$ cat config.mk
export PLATFORM = sky130hd
export DESIGN_NAME = duo_ide_decode
export DESIGN_NICKNAME = d
export VERILOG_FILES = /design/src/rtl/duo_ide_pkg.sv /design/src/rtl/duo_ide_addrmap.sv /design/src/rtl/duo_ide_seq.sv /design/src/rtl/duo_ide_selreg.sv /design/src/rtl/duo_ide_decode.sv
export SDC_FILE = /design/constraint.sdc
export NUM_CORES = 1
export LEC_CHECK = 0
export BUFFER_PORTS_ARGS = -buffer_cell sky130_fd_sc_hd__buf_4
export CORE_ASPECT_RATIO = 0.6
export CORE_MARGIN = 1.5
export CORE_UTILIZATION = 44
export DETAILED_ROUTE_END_ITERATION = 8
export PLACE_DENSITY = 0.75
export SLEW_MARGIN = 10
export SYNTH_ARGS = -nofsm -noshare
export SYNTH_HDL_FRONTEND = slang
export SYNTH_SLANG_ARGS = --single-unit
$ cat constraint.sdc
create_clock -name clk -period 1.7 [get_ports clk]
set_input_delay 0.17 -clock clk [delete_from_list [all_inputs] [get_ports clk]]
set_output_delay 0.17 -clock clk [all_outputs]
set_load 0.01 [all_outputs]
$ cat src/rtl/duo_ide_pkg.sv
package duo_ide_pkg;
    typedef enum logic [1:0] {
        ST_IDLE   = 2'd0,
        ST_STROBE = 2'd1,
        ST_DONE   = 2'd2
    } seq_state_t;

    typedef enum logic [2:0] {
        TGT_NONE  = 3'd0,
        TGT_TASK  = 3'd1,
        TGT_CTRL  = 3'd2,
        TGT_IDENT = 3'd3,
        TGT_SELR  = 3'd4
    } tgt_kind_t;

    localparam int unsigned REG_IDX_W = 3;
endpackage

$ cat src/rtl/duo_ide_addrmap.sv
module duo_ide_addrmap
    import duo_ide_pkg::*;
#(
    parameter int unsigned ADDR_W    = 14,
    parameter int unsigned NUM_CH    = 2,
    parameter int unsigned CH_W      = 1,
    parameter int unsigned CH_BASE   = 32'h2000,
    parameter int unsigned CH_SPAN   = 32'h1000,
    parameter int unsigned CTL_OFS   = 32'h0380,
    parameter int unsigned REG_SHIFT = 6,
    parameter int unsigned NUM_ID    = 4,
    parameter int unsigned ID_BASE   = 32'h2280,
    parameter int unsigned ID_STEP   = 4,
    parameter int unsigned SEL_ADDR  = 0
) (
    input  logic [ADDR_W-1:0]    addr,
    input  logic                 sec_win,
    input  logic                 sec_open,
    output tgt_kind_t            tgt,
    output logic [CH_W-1:0]      chan,
    output logic [REG_IDX_W-1:0] idx
);
    localparam int unsigned TAG_LO = REG_SHIFT + REG_IDX_W;

    logic [NUM_CH-1:0] tf_hit;
    logic [NUM_CH-1:0] ctl_hit;
    logic [NUM_ID-1:0] id_hit;
    logic              sel_hit;

    for (genvar c = 0; c < NUM_CH; c++) begin : g_chan
        localparam logic [ADDR_W-1:0] BASE_C = ADDR_W'(CH_BASE + c * CH_SPAN);
        assign tf_hit[c]  = (addr[ADDR_W-1:TAG_LO] == BASE_C[ADDR_W-1:TAG_LO])
                          && (addr[REG_SHIFT-1:0] == '0);
        assign ctl_hit[c] = (addr == ADDR_W'(BASE_C + CTL_OFS));
    end

    for (genvar k = 0; k < NUM_ID; k++) begin : g_ident
        assign id_hit[k] = (addr == ADDR_W'(ID_BASE + k * ID_STEP));
    end

    assign sel_hit = (addr == ADDR_W'(SEL_ADDR));

    always_comb begin
        tgt  = TGT_NONE;
        chan = '0;
        idx  = '0;
        if (!sec_win || sec_open) begin
            for (int c = 0; c < NUM_CH; c++) begin
                if (tf_hit[c]) begin
                    tgt  = TGT_TASK;
                    chan = CH_W'(c);
                    idx  = addr[REG_SHIFT +: REG_IDX_W];
                end
                if (ctl_hit[c]) begin
                    tgt  = TGT_CTRL;
                    chan = CH_W'(c);
                end
            end
        end
        if (!sec_win) begin
            for (int k = 0; k < NUM_ID; k++) begin
                if (id_hit[k]) begin
                    tgt = TGT_IDENT;
                    idx = REG_IDX_W'(k);
                end
            end
            if (sel_hit) begin
                tgt = TGT_SELR;
            end
        end
    end
endmodule

$ cat src/rtl/duo_ide_seq.sv
module duo_ide_seq
    import duo_ide_pkg::*;
(
    input  logic       clk,
    input  logic       rst_n,
    input  logic       req,
    output seq_state_t state,
    output logic       accept,
    output logic       in_strobe,
    output logic       ack
);
    seq_state_t state_nx;

    always_ff @(posedge clk or negedge rst_n) begin
        if (!rst_n) begin
            state <= ST_IDLE;
        end else begin
            state <= state_nx;
        end
    end

    always_comb begin
        state_nx = state;
        unique case (state)
            ST_IDLE:   if (req) state_nx = ST_STROBE;
            ST_STROBE: state_nx = ST_DONE;
            ST_DONE:   state_nx = ST_IDLE;
            default:   state_nx = ST_IDLE;
        endcase
    end

    always_comb begin
        accept    = 1'b0;
        in_strobe = 1'b0;
        ack       = 1'b0;
        unique case (state)
            ST_IDLE:   accept    = req;
            ST_STROBE: in_strobe = 1'b1;
            ST_DONE:   ack       = 1'b1;
            default:   ;
        endcase
    end
endmodule

$ cat src/rtl/duo_ide_selreg.sv
module duo_ide_selreg (
    input  logic clk,
    input  logic rst_n,
    input  logic wr_en,
    input  logic open_bit,
    input  logic chan_bit,
    output logic sec_open,
    output logic dma_tgt
);
    always_ff @(posedge clk or negedge rst_n) begin
        if (!rst_n) begin
            sec_open <= 1'b0;
            dma_tgt  <= 1'b0;
        end else if (wr_en) begin
            sec_open <= open_bit;
            dma_tgt  <= chan_bit;
        end
    end
endmodule

$ cat src/rtl/duo_ide_decode.sv
module duo_ide_decode
    import duo_ide_pkg::*;
#(
    parameter int unsigned ADDR_W     = 14,
    parameter int unsigned DATA_W     = 8,
    parameter int unsigned NUM_CH     = 2,
    parameter int unsigned NUM_ID     = 4,
    parameter int unsigned CH_BASE    = 32'h2000,
    parameter int unsigned CH_SPAN    = 32'h1000,
    parameter int unsigned CTL_OFS    = 32'h0380,
    parameter int unsigned REG_SHIFT  = 6,
    parameter int unsigned ID_BASE    = 32'h2280,
    parameter int unsigned ID_STEP    = 4,
    parameter int unsigned SEL_ADDR   = 0,
    parameter int unsigned SEC_EN_BIT = 5,
    parameter int unsigned DMA_BIT    = 0
) (
    input  logic                 clk,
    input  logic                 rst_n,
    input  logic [NUM_ID-1:0]    ident_strap,
    input  logic                 host_req,
    input  logic                 host_sec,
    input  logic                 host_we,
    input  logic [ADDR_W-1:0]    host_addr,
    input  logic [DATA_W-1:0]    host_wdata,
    output logic                 host_ack,
    output logic [DATA_W-1:0]    host_rdata,
    output logic [NUM_CH-1:0]    drv_tf_cs,
    output logic [NUM_CH-1:0]    drv_ctl_cs,
    output logic [REG_IDX_W-1:0] drv_idx,
    output logic                 drv_rd,
    output logic                 drv_wr,
    output logic [DATA_W-1:0]    drv_wdata,
    input  logic [DATA_W-1:0]    drv_rdata,
    output logic                 dma_chan
);
    localparam int unsigned CH_W = (NUM_CH > 1) ? $clog2(NUM_CH) : 1;
    localparam int unsigned ID_W = (NUM_ID > 1) ? $clog2(NUM_ID) : 1;

    seq_state_t             state;
    logic                   accept;
    logic                   in_strobe;
    logic                   sec_open;
    logic [ADDR_W-1:0]      lat_addr;
    logic [DATA_W-1:0]      lat_wdata;
    logic                   lat_we;
    logic                   lat_sec;
    tgt_kind_t              tgt;
    logic [CH_W-1:0]        chan;
    logic [REG_IDX_W-1:0]   idx;
    logic                   drv_go;
    logic                   sel_wr;
    logic [DATA_W-1:0]      rd_mux;

    duo_ide_seq u_seq (
        .clk       (clk),
        .rst_n     (rst_n),
        .req       (host_req),
        .state     (state),
        .accept    (accept),
        .in_strobe (in_strobe),
        .ack       (host_ack)
    );

    always_ff @(posedge clk or negedge rst_n) begin
        if (!rst_n) begin
            lat_addr  <= '0;
            lat_wdata <= '0;
            lat_we    <= 1'b0;
            lat_sec   <= 1'b0;
        end else if (accept) begin
            lat_addr  <= host_addr;
            lat_wdata <= host_wdata;
            lat_we    <= host_we;
            lat_sec   <= host_sec;
        end
    end

    duo_ide_addrmap #(
        .ADDR_W    (ADDR_W),
        .NUM_CH    (NUM_CH),
        .CH_W      (CH_W),
        .CH_BASE   (CH_BASE),
        .CH_SPAN   (CH_SPAN),
        .CTL_OFS   (CTL_OFS),
        .REG_SHIFT (REG_SHIFT),
        .NUM_ID    (NUM_ID),
        .ID_BASE   (ID_BASE),
        .ID_STEP   (ID_STEP),
        .SEL_ADDR  (SEL_ADDR)
    ) u_map (
        .addr     (lat_addr),
        .sec_win  (lat_sec),
        .sec_open (sec_open),
        .tgt      (tgt),
        .chan     (chan),
        .idx      (idx)
    );

    assign sel_wr = in_strobe && lat_we && (tgt == TGT_SELR);

    duo_ide_selreg u_sel (
        .clk      (clk),
        .rst_n    (rst_n),
        .wr_en    (sel_wr),
        .open_bit (lat_wdata[SEC_EN_BIT]),
        .chan_bit (lat_wdata[DMA_BIT]),
        .sec_open (sec_open),
        .dma_tgt  (dma_chan)
    );

    assign drv_go = (tgt == TGT_TASK) || (tgt == TGT_CTRL);

    always_comb begin
        drv_tf_cs  = '0;
        drv_ctl_cs = '0;
        drv_idx    = '0;
        drv_rd     = 1'b0;
        drv_wr     = 1'b0;
        drv_wdata  = '0;
        if (in_strobe && drv_go) begin
            if (tgt == TGT_TASK) begin
                drv_tf_cs[chan] = 1'b1;
                drv_idx         = idx;
            end else begin
                drv_ctl_cs[chan] = 1'b1;
            end
            drv_rd = !lat_we;
            drv_wr = lat_we;
            if (lat_we) drv_wdata = lat_wdata;
        end
    end

    always_comb begin
        rd_mux = '1;
        if (!lat_we) begin
            case (tgt)
                TGT_TASK, TGT_CTRL: rd_mux = drv_rdata;
                TGT_IDENT:          rd_mux = DATA_W'(ident_strap[idx[ID_W-1:0]]);
                default:            rd_mux = '1;
            endcase
        end
    end

    always_ff @(posedge clk or negedge rst_n) begin
        if (!rst_n) begin
            host_rdata <= '0;
        end else if (in_strobe) begin
            host_rdata <= rd_mux;
        end
    end
endmodule

==> results.toml, run 1 <==
[run_status]
status = "complete, but fails checks"
violations = "setup timing"

[die]
ios = 66
die_h_um = 51.6
initial_utilization_pct = 46.5
core_area_um2 = 3720
die_area_um2 = 4330
die_w_um = 84.0
rows = 17

[sta]
skew_ns = 0.0112
max_freq_mhz = 465
hold_ws_ns = 0.0900
setup_slack_ns = -0.452
fin_crit_sh_pct = 127
rsz0062_at_grt = "true"
finalMaxSlewViolations = 0
finalHoldViolCount = 0
worst_slew_pin_slew_ns = 0.460
max_slew_margin_pct = 69.3
final.min_clock_period_ns = 2.15
setup_viol = 27

[setup_path]
path_class = "flip-flop to primary output"
required_ns = 1.53
end_kind = "primary output"
start_kind = "flip-flop"
arrival_ns = 1.98
cp_max_fo = 5

[placement]
dp.cells = 284
globalplace.congestion = 0.891
io_buffer_count = 65
dpl.hpwl_mm = 3.39

[global_route]
grt_pass1_vias = 1662
grt_max_degree = 37
gr-total-overflow = 0
antenna_found_initial = 0
grt_first_pass_wirelength_mm = 8.00
grt_usage_pct = 24.4

[finish]
fill_cells = 230
fin_nets = 292
stdcell_count = 301
register_area_um2 = 901
multiInputGateArea_um2 = 992
diodes = 0
area_delta_synth_final_pct = 66.7
drive_gt1_share_pct = 67.7

[clocking]
clock_path_buffers = 2
h-tree-depth = 2
clock_latency_ns = 0.29
clkTransAtPathRegs_ns = 0.08
cts.sinks = 36
cts_tree = "built"
cts_made_buffers = 5
clockRootBuffer = "clkbuf_8"

[power]
ir_drop_mv = 0.697
power.density_nw_per_um2 = 850
power.leakage_nw = 1.30

[detailed_routing]
ant_nets = 0
drc = 0
drt-vias-per-instance = 5.57
routed_wl_mm = 5.69
routedWlPerCell_um = 18.9
vias = 1678
first_pass_iters = 4
drt_iter0_markers = 110

[logic_synthesis]
synth-edff-count = 0
ys_seq_elements = 36
mappedNetlistNets = 190
ys.flop_type = "dfrtp_1"
synth_area_um2 = 1730
synth.distinct_cells = 34
yosysWarnings = 0
synthArstFlopShare_pct = 100
netlist_instances = 151
syn_area_per_cell_um2 = 11.5
yosysSeqAreaShare_pct = 52.0

[flow_run]
maxCapViolCount = 0

[min_path]
hp-class = "input port to flip-flop"
## synth_stat cells (2+ instances only)
| cell | number | share of area (%) |
|---|---|---|
| dfrtp_1 | 36 | 52 |
| mux2_2 | 25 | 16 |
| nand2_1 | 14 | 3.0 |
| nor2_1 | 14 | 3.0 |
| a21oi_1 | 8 | 2.3 |
| and2_2 | 7 | 3.0 |
| nor2b_1 | 4 | 1.4 |
| and3_1 | 3 | 1.1 |
| and3_2 | 3 | 1.3 |
| buf_2 | 3 | 0.87 |
| nand3_1 | 3 | 0.87 |
| nor4_1 | 3 | 1.1 |
| inv_1 | 2 | 0.43 |
| nand2b_1 | 2 | 0.72 |
| nand4_1 | 2 | 0.72 |
| nor3_1 | 2 | 0.58 |
| nor3b_1 | 2 | 0.87 |
| o21ai_0 | 2 | 0.58 |
## registers in the layout (all words and copies together), names as in the netlist
name / cells
lat_wdata: 8
u_sel.dma_tgt: 1
lat_sec: 1
lat_we: 1
lat_addr: 14
u_sel.sec_open: 1
u_seq.state: 2
host_rdata: 8
## where the power goes
part / total, W / internal (W) / switching (W)
clock network: 0.000644 / 0.000329 / 0.000314
logic: 0.000637 / 0.000345 / 0.000293
registers: 0.00117 / 0.00101 / 0.000162
## through the flow
stage / total power, W / setup slack (ns) / area (um^2) / setup TNS, ns / util [%]
after floorplan: 0.00142 / -0.0576 / 1740 / -0.469 / -
after global placement: 0.00168 / -0.140 / 2470 / -2.06 / 66.3
after detailed placement: 0.00172 / -0.243 / 2470 / -3.91 / 66.3
after CTS: 0.00239 / -0.448 / 2750 / -7.91 / 73.7
after global routing: 0.00256 / -0.512 / 2890 / -10.17 / 77.5
final: 0.00245 / -0.452 / 2890 / -9.07 / 77.5
## area by class of cell
| type | instances | area share, % |
|---|---|---|
| clock buffer | 7 | 2.99 |
| multi-input combinational | 110 | 34.4 |
| sequential | 36 | 31.2 |
| clock inverter | 1 | 0.260 |
| inverter | 2 | 0.260 |
| tap | 47 | 2.04 |
| timing repair buffer | 98 | 28.9 |
## final timing paths
kind,slack [ns],startpoint,depth (start not counted),endpoint
max,-0.45,lat_addr[11],6,drv_wdata[7]
min,0.09,host_addr[6],3,lat_addr[6]
max reg2reg,-0.31,lat_addr[11],9,host_rdata[0]
min reg2reg,0.52,lat_wdata[6],1,lat_wdata[6]
max in group asynchronous,1.00,rst_n,2,host_rdata[7]
min in group asynchronous,0.37,rst_n,2,lat_addr[3]
## worst max-delay path, stage by stage, from the launching register on
cell and delay [ns]:
dfrtp_1 0.41, nor4_4 0.33, nand3_2 0.17, a211oi_4 0.26
and3_4 0.27, and2_4 0.15, buf_6 0.09
## routing by layer
| metal | global-route usage [%] | vias to the layer above | part of all wire, % |
|---|---|---|---|
| met2 | 42.1 | 71 | 50 |
| met5 | 0 | - | 0 |
| li1 | - | 741 | - |
| met1 | 29.1 | 843 | 41 |
| met3 | 7.62 | 23 | 5.6 |
| met4 | 9.84 | 0 | 3.3 |
## logic make-up after synthesis
logic type,Yosys count,synth area share [%]
simple gates,67,23.1
flops,36,52.0
mux,25,16.3
compound gates,17,6.65
buf+inv,6,1.95
## cell usage in the layout (no fill, tap or decap), types with 2 or more instances in the layout
| master | synthesis | final |
|---|---|---|
| a21oi_2 | 0 | 7 |
| dfrtp_1 | 36 | 36 |
| buf_6 | 1 | 22 |
| nor4_1 | 3 | 2 |
| inv_1 | 2 | 2 |
| nor4_4 | 1 | 2 |
| and3_4 | 0 | 6 |
| nor2b_4 | 0 | 2 |
| nor2_1 | 14 | 11 |
| nand2b_1 | 2 | 2 |
| nand2_1 | 14 | 12 |
| nand4_1 | 2 | 2 |
| nor2b_1 | 4 | 2 |
| nor3_2 | 1 | 2 |
| buf_4 | 0 | 74 |
| nand2_4 | 0 | 2 |
| clkbuf_8 | 0 | 6 |
| and2_4 | 0 | 8 |
| nand3_1 | 3 | 2 |
| mux2_2 | 25 | 23 |
| mux2_4 | 0 | 2 |
| nor2_4 | 1 | 4 |
## what timing repair did
action	CTS	global route
endpoints found under the setup margin	27	27
pin swaps	8	22
endpoints found under the hold margin	36	0
hold buffers	1	0
cloned	0	1
gates resized for setup	33	36
setup buffers	6	3
(Power assumes the default switching activity.)
==> inputs of run 2 (changes only) <==
- CORE_UTILIZATION: 44 -> 52
- PLACE_DENSITY: 0.75 -> 0.83
- RECOVER_POWER: not set -> 25
- clock period: 1.7 -> 2.65 ns (I/O delays scaled with it)
==> run 2 against run 1 <==
  * The run ends with capacitance limit, slew limit left
  * Clock skew down 0.0086 ns
  * Worst hold slack better by 0.090 ns
  * Wire length down 24%
  * Critical path type unchanged
  * Power down 39%
  * Via count down 12%
  * Die area down 15%
  * Global-route usage up 0.86 points
  * First-iteration DRC count up 1.8%
  * Register-to-register slack better by 0.92 ns
  * Clock power down 26%
==> results.toml, run 2 (synthesized netlist as in run 1, its figures left out) <==
[sta]
setup_viol = 0
worst_slew_pin_slew_ns = 1.90
rsz0062_at_grt = "true"
setup_slack_ns = 0.157
finalMaxSlewViolations = 37
fin_crit_sh_pct = 94.1
max_slew_margin_pct = -26.7
max_freq_mhz = 401
finalHoldViolCount = 0
skew_ns = 0.00257
final.min_clock_period_ns = 2.49

[power]
ir_drop_mv = 0.482
power.leakage_nw = 1.08
power.density_nw_per_um2 = 631

[min_path]
hp-class = "input port to flip-flop"

[die]
core_area_um2 = 3020
ios = 66
die_area_um2 = 3700
die_h_um = 47.7
initial_utilization_pct = 57.3
die_w_um = 77.5
rows = 15

[detailed_routing]
drc = 0
vias = 1478
first_pass_iters = 5
routedWlPerCell_um = 16.4
drt_iter0_markers = 112
routed_wl_mm = 4.34
ant_nets = 0
drt-vias-per-instance = 5.60

[clocking]
cts_made_buffers = 5
clock_path_buffers = 2
postCtsSetupBuffers = 0
cts.sinks = 36
h-tree-depth = 2
clockRootBuffer = "clkbuf_8"
cts-resized-gates = 0
clock_latency_ns = 0.29
clkTransAtPathRegs_ns = 0.07
cts_tree = "built"

[finish]
fin_nets = 260
stdcell_count = 264
diodes = 0
area_delta_synth_final_pct = 37.3
largest_reg_flops = 14
fill_cells = 202
drive_gt1_share_pct = 51.8
final_cell_mix = "65 x buf_4, 36 x dfrtp_1, 25 x mux2_2"
final_common_cell = "buf_4"
final_cell_area_um2 = 2380
largest_registers = "lat_addr: 14 flops, host_rdata: 8 flops, lat_wdata: 8 flops"
regMostFlops = "lat_addr"
utilization_pct = 78.7

[flow_run]
maxCapViolCount = 1

[setup_path]
path_class = "flip-flop to primary output"
arrival_ns = 2.23
required_ns = 2.38
end_kind = "primary output"
cp_max_fo = 9
start_kind = "flip-flop"

[global_route]
grt_pass1_vias = 1457
antenna_found_initial = 0
gr-total-overflow = 0
grt_first_pass_wirelength_mm = 6.74
grt_usage_pct = 25.2
grt_max_degree = 37

[placement]
dp.cells = 255
io_buffer_count = 65
dpl.hpwl_mm = 3.20
dpl_cell_area_um2 = 2260
globalplace.congestion = 0.945
place_ws_ns = 0.496

[run_status]
violations = "capacitance limit, slew limit"
status = "complete, but fails checks"
-- run 2: what timing repair did --
item | 4_1_cts | 5_1_grt
hold endpoints to repair | 36 | 0
hold buffers | 1 | 0
endpoints found under the setup margin | 0 | 1
-- run 2: metrics by stage --
step | power, W | hold slack, ns | setup TNS, ns
2_1_floorplan | 0.000905 | -0.0306 | 0
3_3_place_gp | 0.00100 | 0.238 | 0
3_5_place_dp | 0.00103 | 0.244 | 0
4_1_cts | 0.00151 | 0.171 | 0
5_1_grt | 0.00157 | 0.195 | -0.00918
6_report | 0.00150 | 0.179 | 0
-- run 2: worst max-delay path, cell delays in order, from the launching register on --
cell and delay (ns):
dfrtp_1 0.40, nor4_4 0.35, nand3_1 0.23, a211oi_4 0.29, and3_1 0.36, and2_2 0.19, buf_4 0.12
-- run 2: cell type report --
| cell class | instances | area [um^2] | area share [%] |
|---|---|---|---|
| clock buffers | 5 | 68.8 | 2.89 |
| inverters | 2 | 7.51 | 0.316 |
| repair buffers | 67 | 502 | 21.1 |
| well taps | 42 | 52.6 | 2.21 |
| clock inverters | 3 | 42.5 | 1.79 |
| multi-input cells | 109 | 803 | 33.8 |
| flip-flops and latches | 36 | 901 | 37.9 |
-- run 2: path summary, 6_finish.rpt --
path / from / to / slack, ns / cells after the start
max reg2reg: lat_addr[1] / host_rdata[0] / 0.61 / 6
min in group asynchronous: rst_n / lat_addr[10] / 1.03 / 2
min: host_addr[6] / lat_addr[6] / 0.18 / 3
min reg2reg: lat_wdata[1] / lat_wdata[1] / 0.50 / 1
max: lat_addr[1] / drv_wdata[7] / 0.16 / 6
max in group asynchronous: rst_n / lat_wdata[4] / 0.52 / 2
-- run 2: layer usage --
layer  vias to the layer above  track usage [%]  routed length, um
li1                        678                -                  -
met1                       712             31.6               1950
met2                        72             44.0               1990
met3                        16             6.48                332
met4                         0             10.5                 68
met5                         -                0                  0
-- run 2: where the power goes --
group / internal [W] / switching [W] / leakage, nW / total [W]
clock: 0.000278 / 0.000200 / 0.0541 / 0.000478
combinational: 0.000151 / 0.000117 / 0.625 / 0.000269
sequential: 0.000649 / 0.000105 / 0.404 / 0.000754
total: 0.00108 / 0.000422 / 1.08 / 0.00150
